### config.mk
export PLATFORM = sky130hd
export DESIGN_NAME = out_xlate
export DESIGN_NICKNAME = d
export VERILOG_FILES = /design/src/rtl/out_xlate_pkg.sv /design/src/rtl/out_xlate_rsync.sv /design/src/rtl/out_xlate_regs.sv /design/src/rtl/out_xlate_match.sv /design/src/rtl/out_xlate_sel.sv /design/src/rtl/out_xlate.sv
export SDC_FILE = /design/constraint.sdc
export NUM_CORES = 2
export LEC_CHECK = 0
export BUFFER_PORTS_ARGS = -buffer_cell sky130_fd_sc_hd__buf_2
export CAP_MARGIN = 30
export CORE_AREA = 2 2 627 317
export DETAILED_ROUTE_END_ITERATION = 8
export DIE_AREA = 0 0 629 319
export PLACE_DENSITY = 0.49
export SLEW_MARGIN = 10
export SYNTH_ARGS = -nofsm -noshare
export SYNTH_HDL_FRONTEND = slang
export SYNTH_SLANG_ARGS = --single-unit
### constraint.sdc
create_clock -name clk -period 25.8 [get_ports clk]
set_input_delay 2.58 -clock clk [delete_from_list [all_inputs] [get_ports clk]]
set_output_delay 2.58 -clock clk [all_outputs]
set_load 0.005 [all_outputs]
### src/rtl/out_xlate_pkg.sv
package out_xlate_pkg;
  localparam int ADDR_W   = 64;
  localparam int HALF_W   = 32;
  localparam int DATA_W   = 32;
  localparam int KIND_W   = 3;
  localparam int VP_IDX_W = 8;
  localparam int OFS_W    = 12;

  // register byte offsets seen by software
  localparam logic [OFS_W-1:0] OFS_VIEW  = 12'h900;
  localparam logic [OFS_W-1:0] OFS_CTL1  = 12'h904;
  localparam logic [OFS_W-1:0] OFS_CTL2  = 12'h908;
  localparam logic [OFS_W-1:0] OFS_LBASE = 12'h90C;
  localparam logic [OFS_W-1:0] OFS_UBASE = 12'h910;
  localparam logic [OFS_W-1:0] OFS_LIMIT = 12'h914;
  localparam logic [OFS_W-1:0] OFS_LTGT  = 12'h918;
  localparam logic [OFS_W-1:0] OFS_UTGT  = 12'h91C;

  localparam int EN_BIT  = 31;
  localparam int DIR_BIT = 31;

  // transaction kinds
  localparam logic [KIND_W-1:0] KIND_MEM  = 3'd0;
  localparam logic [KIND_W-1:0] KIND_IO   = 3'd2;
  localparam logic [KIND_W-1:0] KIND_CFG0 = 3'd4;
  localparam logic [KIND_W-1:0] KIND_CFG1 = 3'd5;

  typedef struct packed {
    logic              en;
    logic [KIND_W-1:0] kind;
    logic [HALF_W-1:0] ubase;
    logic [HALF_W-1:0] lbase;
    logic [HALF_W-1:0] limit;
    logic [HALF_W-1:0] utgt;
    logic [HALF_W-1:0] ltgt;
  } window_t;
endpackage

### src/rtl/out_xlate_rsync.sv
module out_xlate_rsync (
  input  logic clk,
  input  logic rst_n,
  output logic rst_core_n
);
  logic stage_q;
  logic stage_d;

  always_comb stage_d = 1'b1;

  always_ff @(posedge clk or negedge rst_n) begin
    if (!rst_n) begin
      stage_q    <= 1'b0;
      rst_core_n <= 1'b0;
    end else begin
      stage_q    <= stage_d;
      rst_core_n <= stage_q;
    end
  end
endmodule

### src/rtl/out_xlate_regs.sv
module out_xlate_regs
  import out_xlate_pkg::*;
#(
  parameter int NREG = 4
) (
  input  logic                   clk,
  input  logic                   rst_n,
  input  logic                   cfg_sel,
  input  logic                   cfg_wr,
  input  logic [OFS_W-1:0]       cfg_addr,
  input  logic [DATA_W-1:0]      cfg_wdata,
  output logic [DATA_W-1:0]      cfg_rdata,
  output window_t [NREG-1:0]     win,
  output logic                   vp_dir,
  output logic [VP_IDX_W-1:0]    vp_idx,
  output logic                   vp_ok
);
  localparam int RIDX_W = (NREG > 1) ? $clog2(NREG) : 1;

  logic                wr_str;
  logic                vp_ld;
  logic                vp_dir_d;
  logic [VP_IDX_W-1:0] vp_idx_d;
  window_t             rsel;

  assign wr_str = cfg_sel && cfg_wr;

  // selector register
  always_comb begin
    vp_ld    = wr_str && (cfg_addr == OFS_VIEW);
    vp_dir_d = cfg_wdata[DIR_BIT];
    vp_idx_d = cfg_wdata[VP_IDX_W-1:0];
  end

  always_ff @(posedge clk or negedge rst_n) begin
    if (!rst_n) begin
      vp_dir <= 1'b0;
      vp_idx <= '0;
    end else if (vp_ld) begin
      vp_dir <= vp_dir_d;
      vp_idx <= vp_idx_d;
    end
  end

  assign vp_ok = !vp_dir && (int'({1'b0, vp_idx}) < NREG);

  // one register set per window
  for (genvar g = 0; g < NREG; g++) begin : g_win
    window_t q;
    window_t d;
    logic    ld;
    logic    hit_sel;

    assign hit_sel = vp_ok && (vp_idx == VP_IDX_W'(g));

    always_comb begin
      d  = q;
      ld = 1'b0;
      if (wr_str && hit_sel) begin
        ld = 1'b1;
        case (cfg_addr)
          OFS_CTL1:  d.kind  = cfg_wdata[KIND_W-1:0];
          OFS_CTL2:  d.en    = cfg_wdata[EN_BIT];
          OFS_LBASE: d.lbase = cfg_wdata;
          OFS_UBASE: d.ubase = cfg_wdata;
          OFS_LIMIT: d.limit = cfg_wdata;
          OFS_LTGT:  d.ltgt  = cfg_wdata;
          OFS_UTGT:  d.utgt  = cfg_wdata;
          default:   ld      = 1'b0;
        endcase
      end
    end

    always_ff @(posedge clk or negedge rst_n) begin
      if (!rst_n) begin
        q <= '0;
      end else if (ld) begin
        q <= d;
      end
    end

    assign win[g] = q;
  end

  // read path, straight from live state
  always_comb begin
    rsel = '0;
    if (vp_ok) rsel = win[vp_idx[RIDX_W-1:0]];
  end

  always_comb begin
    cfg_rdata = '0;
    if (cfg_sel && !cfg_wr) begin
      case (cfg_addr)
        OFS_VIEW:  cfg_rdata = {vp_dir, {(DATA_W-1-VP_IDX_W){1'b0}}, vp_idx};
        OFS_CTL1:  cfg_rdata = {{(DATA_W-KIND_W){1'b0}}, rsel.kind};
        OFS_CTL2:  cfg_rdata = {rsel.en, {(DATA_W-1){1'b0}}};
        OFS_LBASE: cfg_rdata = rsel.lbase;
        OFS_UBASE: cfg_rdata = rsel.ubase;
        OFS_LIMIT: cfg_rdata = rsel.limit;
        OFS_LTGT:  cfg_rdata = rsel.ltgt;
        OFS_UTGT:  cfg_rdata = rsel.utgt;
        default:   cfg_rdata = '0;
      endcase
    end
  end
endmodule

### src/rtl/out_xlate_match.sv
module out_xlate_match
  import out_xlate_pkg::*;
#(
  parameter int NREG = 4
) (
  input  window_t [NREG-1:0]              win,
  input  logic [ADDR_W-1:0]               addr,
  output logic [NREG-1:0]                 hit,
  output logic [NREG-1:0][ADDR_W-1:0]     xaddr,
  output logic [NREG-1:0][KIND_W-1:0]     kind
);
  for (genvar g = 0; g < NREG; g++) begin : g_cmp
    logic [ADDR_W-1:0] lo;
    logic [ADDR_W-1:0] hi;
    logic [ADDR_W-1:0] tgt;

    assign lo  = {win[g].ubase, win[g].lbase};
    assign hi  = {win[g].ubase, win[g].limit};
    assign tgt = {win[g].utgt, win[g].ltgt};

    assign hit[g]   = win[g].en && (addr >= lo) && (addr <= hi);
    assign xaddr[g] = tgt + (addr - lo);
    assign kind[g]  = win[g].kind;
  end
endmodule

### src/rtl/out_xlate_sel.sv
module out_xlate_sel
  import out_xlate_pkg::*;
#(
  parameter int NREG = 4
) (
  input  logic                            clk,
  input  logic                            rst_n,
  input  logic                            xl_req,
  input  logic [ADDR_W-1:0]               xl_addr,
  input  logic [NREG-1:0]                 hit,
  input  logic [NREG-1:0][ADDR_W-1:0]     xaddr,
  input  logic [NREG-1:0][KIND_W-1:0]     kind,
  output logic                            xl_vld,
  output logic                            xl_hit,
  output logic [KIND_W-1:0]               xl_type,
  output logic [ADDR_W-1:0]               xl_out
);
  logic              win_hit;
  logic [ADDR_W-1:0] win_addr;
  logic [KIND_W-1:0] win_kind;
  logic              vld_d;
  logic              hit_d;

  // lowest index wins: scan from the top down, last assignment sticks
  always_comb begin
    win_hit  = 1'b0;
    win_addr = xl_addr;
    win_kind = KIND_MEM;
    for (int i = NREG - 1; i >= 0; i--) begin
      if (hit[i]) begin
        win_hit  = 1'b1;
        win_addr = xaddr[i];
        win_kind = kind[i];
      end
    end
  end

  always_comb begin
    vld_d = xl_req;
    hit_d = xl_req && win_hit;
  end

  always_ff @(posedge clk or negedge rst_n) begin
    if (!rst_n) begin
      xl_vld <= 1'b0;
      xl_hit <= 1'b0;
    end else begin
      xl_vld <= vld_d;
      xl_hit <= hit_d;
    end
  end

  always_ff @(posedge clk or negedge rst_n) begin
    if (!rst_n) begin
      xl_type <= '0;
      xl_out  <= '0;
    end else if (xl_req) begin
      xl_type <= win_kind;
      xl_out  <= win_addr;
    end
  end
endmodule

### src/rtl/out_xlate.sv
module out_xlate
  import out_xlate_pkg::*;
#(
  parameter int NREG = 4
) (
  input  logic                clk,
  input  logic                rst_n,
  input  logic                cfg_sel,
  input  logic                cfg_wr,
  input  logic [OFS_W-1:0]    cfg_addr,
  input  logic [DATA_W-1:0]   cfg_wdata,
  output logic [DATA_W-1:0]   cfg_rdata,
  input  logic                xl_req,
  input  logic [ADDR_W-1:0]   xl_addr,
  output logic                xl_vld,
  output logic                xl_hit,
  output logic [KIND_W-1:0]   xl_type,
  output logic [ADDR_W-1:0]   xl_out
);
  logic                            rst_core_n;
  window_t [NREG-1:0]              win;
  logic                            vp_dir;
  logic [VP_IDX_W-1:0]             vp_idx;
  logic                            vp_ok;
  logic [NREG-1:0]                 hit;
  logic [NREG-1:0][ADDR_W-1:0]     xaddr;
  logic [NREG-1:0][KIND_W-1:0]     kind;

  out_xlate_rsync i_rsync (
    .clk        (clk),
    .rst_n      (rst_n),
    .rst_core_n (rst_core_n)
  );

  out_xlate_regs #(.NREG(NREG)) i_regs (
    .clk       (clk),
    .rst_n     (rst_core_n),
    .cfg_sel   (cfg_sel),
    .cfg_wr    (cfg_wr),
    .cfg_addr  (cfg_addr),
    .cfg_wdata (cfg_wdata),
    .cfg_rdata (cfg_rdata),
    .win       (win),
    .vp_dir    (vp_dir),
    .vp_idx    (vp_idx),
    .vp_ok     (vp_ok)
  );

  out_xlate_match #(.NREG(NREG)) i_match (
    .win   (win),
    .addr  (xl_addr),
    .hit   (hit),
    .xaddr (xaddr),
    .kind  (kind)
  );

  out_xlate_sel #(.NREG(NREG)) i_sel (
    .clk     (clk),
    .rst_n   (rst_core_n),
    .xl_req  (xl_req),
    .xl_addr (xl_addr),
    .hit     (hit),
    .xaddr   (xaddr),
    .kind    (kind),
    .xl_vld  (xl_vld),
    .xl_hit  (xl_hit),
    .xl_type (xl_type),
    .xl_out  (xl_out)
  );
endmodule

==> summary.md <==
| Metric | Value |
|---|---|
| Placed instance area | 69900 um2 |
| DRC | 0 |
| Leakage | 0.0349 uW |
| Min-Delay Path Class | flop to flop |
| Die height | 319 um |
| GRT overflow | 0 |
| Ports | approximately 210 |
| Period minus WS final | 8750 ps |
| Hold Path Depth | 0 |
| Cell taking the most area after synthesis | dfrtp_1 |
| Final setup fails | 0 |
| Max Freq | ~0.11 GHz |
| Initial DRT Pass Iterations | 5 |
| Skew final | 44.6 ps |
| Worst Reg-to-Reg Cells | 16 |
| Routed WL per cell | 33.1 um |
| Starting Density | 33.8% |
| First-pass GRT wire length | 469000 um |
| Status | completed |
| CTS Buffer Depth | 3 |
| CORE AREA | 195000 um2 |
| Seq/Total Area, Yosys | 27.9% |
| Type of the worst setup path | input pin to output pin |
| CP required | 23220 ps |
| RD Place Congestion | a little over 1 |
| Layout Nets | 8610 |
| Unrepaired setup endpoints after global routing | false |
| CP max-delay cell | a31oi_1 |
| CP startpoint | cfg_addr[5] |
| Clk_lat worst skew | 750 ps |
| Reg2Reg Launch Point | i_regs.win[98] |
| Final Cell Area | 73200 um2 |
| Yosys top cell area share | 27.9% |
| Routed vias/inst | 5.88 |
| Area grow syn2layout | 10.7% |
| Peak supply drop | 0.0410 mV |
| Most area-consuming cells after synthesis | dfrtp_1 28%, ha_1 12%, fa_1 7.6% |
| Most common cell in the synthesized netlist | inv_1 |
| Post-Synthesis Cell Area | 66100 um2 |
| Most frequent cell on the critical path | buf_2 |
| PD cells | 44.5 nW/um2 |
| Worst-path fanout max | 23 |
| Ratio of cells with drive above 1 in the final layout | 12.3% |
| Mapped Cells | between 7000 and 8000 |
| Via Count | 60766 |
| Critical Path AT | 6170 ps |
| Die footprint | 201000 um2 |
| Crit. End Element | output pin |
| Period Utilization, post-route | 33.9% |
| CP Launch Type | input pin |
| Max incr delay on CP | 1030 ps |
| Cts hold-fix bufs | 0 |
| Largest net degree at the start of global routing | 70 |
| Final wirelength | about 340000 um |
| Synthesized flop and latch total | 736 |
| Setup TNS | 0 ps |
| Tot Pwr | 3260 uW |
| Initial antenna violation count | 44 |
| CTS tree | built |
| Avg Cell Area, Syn | 8.72 um2 |
| Ys Warns | 0 |
| Die Wd | 629 um |
| Clk root buf | clkbuf_16 |
| H-tree Lvls | 3 |
| Row count | 115 |
| Vias in the first global route | between 50000 and 60000 |
| Routed Antenna Nets | 0 |
| Final Instance Count excl. Fillers | 10329 |
| # Post-CTS Setup Buffers | 0 |
| EDFF count, synth | 0 |
| Max_slew headroom | 23.7% |
| CTS buffer count | 83 |
| Dpl hpwl | 275000 um |
| Synth Net Count | 8582 |
| Port Buffers | 213 |
| Placed cells | 10142 |
| Slew Viols, Final | 0 |
| Cts repair resizes | 0 |
| DRT iter0 DRCs | 8419 |
| Pre-CTS setup slack | 17050 ps |
| Crit path cell chain | buf_2, nor3_1, nand3_1, or3b_2, nand2b_2, a31oi_1, buf_2 |
| Fraction of registers with async set/reset | 100% |
| Unique masters post-synth | 103 |
| Max cap viols | 0 |
| Setup ws final | 17050 ps |
| Clock slew at reported path FFs | 70 ps |
| Synth top cells by count | 1270 x inv_1, 824 x nand2_1, 736 x dfrtp_1, 713 x o21ai_0, 640 x ha_1 |
| Final Hold Viols | 0 |
| Slew @ Worst Pin | 1140 ps |
| Min-delay src | i_rsync.stage_q |
| Top_reg_cell synth | dfrtp_1 |
| Clk sinks | 736 |
| Total Routing Usage GR | 33.4% |
[flip-flops by register name, indices dropped and copies added, names as in the netlist]
register	count
i_sel.xl_hit	1
i_sel.xl_vld	1
i_sel.xl_out	64
i_sel.xl_type	3
i_regs.vp_dir	1
i_rsync.rst_core_n	1
i_regs.vp_idx	8
i_regs.win	656
i_rsync.stage_q	1
[final cells by class]
type                            count  area (um2)
Tap cell                         2632        3290
Inverter                         1270        4770
Multi-Input combinational cell   5194       41600
Antenna cell                       24        60.1
Sequential cell                   736       18400
Clock buffer                      108        2350
Timing Repair Buffer              320        2030
Clock inverter                     45         611
Fill cell                       20159      122000
[cell families after synthesis]
logic type / synth area share, %
other cells: 0.00568
compound gates: 18.3
flops: 27.9
simple gates: 11.4
fa+ha+maj: 19.8
mux: 10.0
xor+xnor: 3.23
buf+inv: 9.49
[through the flow]
stage / util (%) / hold WS (ps)
2_1_floorplan: - / 331
5_1_grt: 37.4 / 358
4_1_cts: 37.3 / 356
3_5_place_dp: 35.8 / 339
3_3_place_gp: 35.7 / 338
6_report: 37.4 / 352
[worst paths after layout]
check | end | slack, ps
setup / recovery | cfg_rdata[12] | 17050
hold / removal | i_rsync.rst_core_n | 350
setup reg to reg | i_sel.xl_out[63] | 19350
hold reg to reg | i_rsync.rst_core_n | 350
max in group asynchronous | i_regs.win[98] | 20590
min in group asynchronous | i_regs.win[466] | 380
[critical path: cells and delay by family]
kind | cells | cell delay [ps]
buffers and inverters | 2 | 350
AND/OR/NAND/NOR | 4 | 2160
AO/OA/AOI/OAI | 1 | 1030
[cells in the final DEF, fill, tap and decap left out, types with 16 or more instances in the layout]
master,Yosys,routed
inv_1,1270,1268
nand2_1,824,824
dfrtp_1,736,733
o21ai_0,713,712
ha_1,640,640
a21oi_1,510,507
nor2_1,276,260
a21o_1,257,257
fa_1,252,252
mux2_2,221,221
buf_2,24,215
mux4_2,164,164
nand4_1,146,146
xnor2_1,146,146
xor2_1,98,98
buf_4,0,88
nand3_1,86,85
clkbuf_16,0,83
nor3_1,69,66
a31oi_1,59,58
o21bai_1,54,54
a211oi_1,54,53
o21a_1,51,50
nor2b_1,49,49
o211ai_1,44,44
mux2i_1,42,42
a22oi_1,38,38
nand2b_1,37,36
and3_1,33,32
diode_2,0,24
and2_1,21,21
nor4_1,20,19
clkinv_2,0,18
clkbuf_8,0,18
o31ai_1,18,17
o21ai_1,17,17
or3_1,19,16
[layer usage]
layer  vias to the layer above  global-route usage (%)  wire length (um)
li1                      25989                       -                 -
met1                     30784                    52.3            163000
met4                        22                    6.34              7090
met3                       339                    16.3             54300
met5                         -                       0               144
met2                      3632                    39.4            117000
[where the power goes]
part	total, uW	internal, uW	leakage, uW	switching [uW]
Combinational	710	226	0.0258	484
Clock	1370	762	0.00147	608
Sequential	1180	1160	0.00766	14.6
No activity file was read; power rests on OpenSTA's default activity.
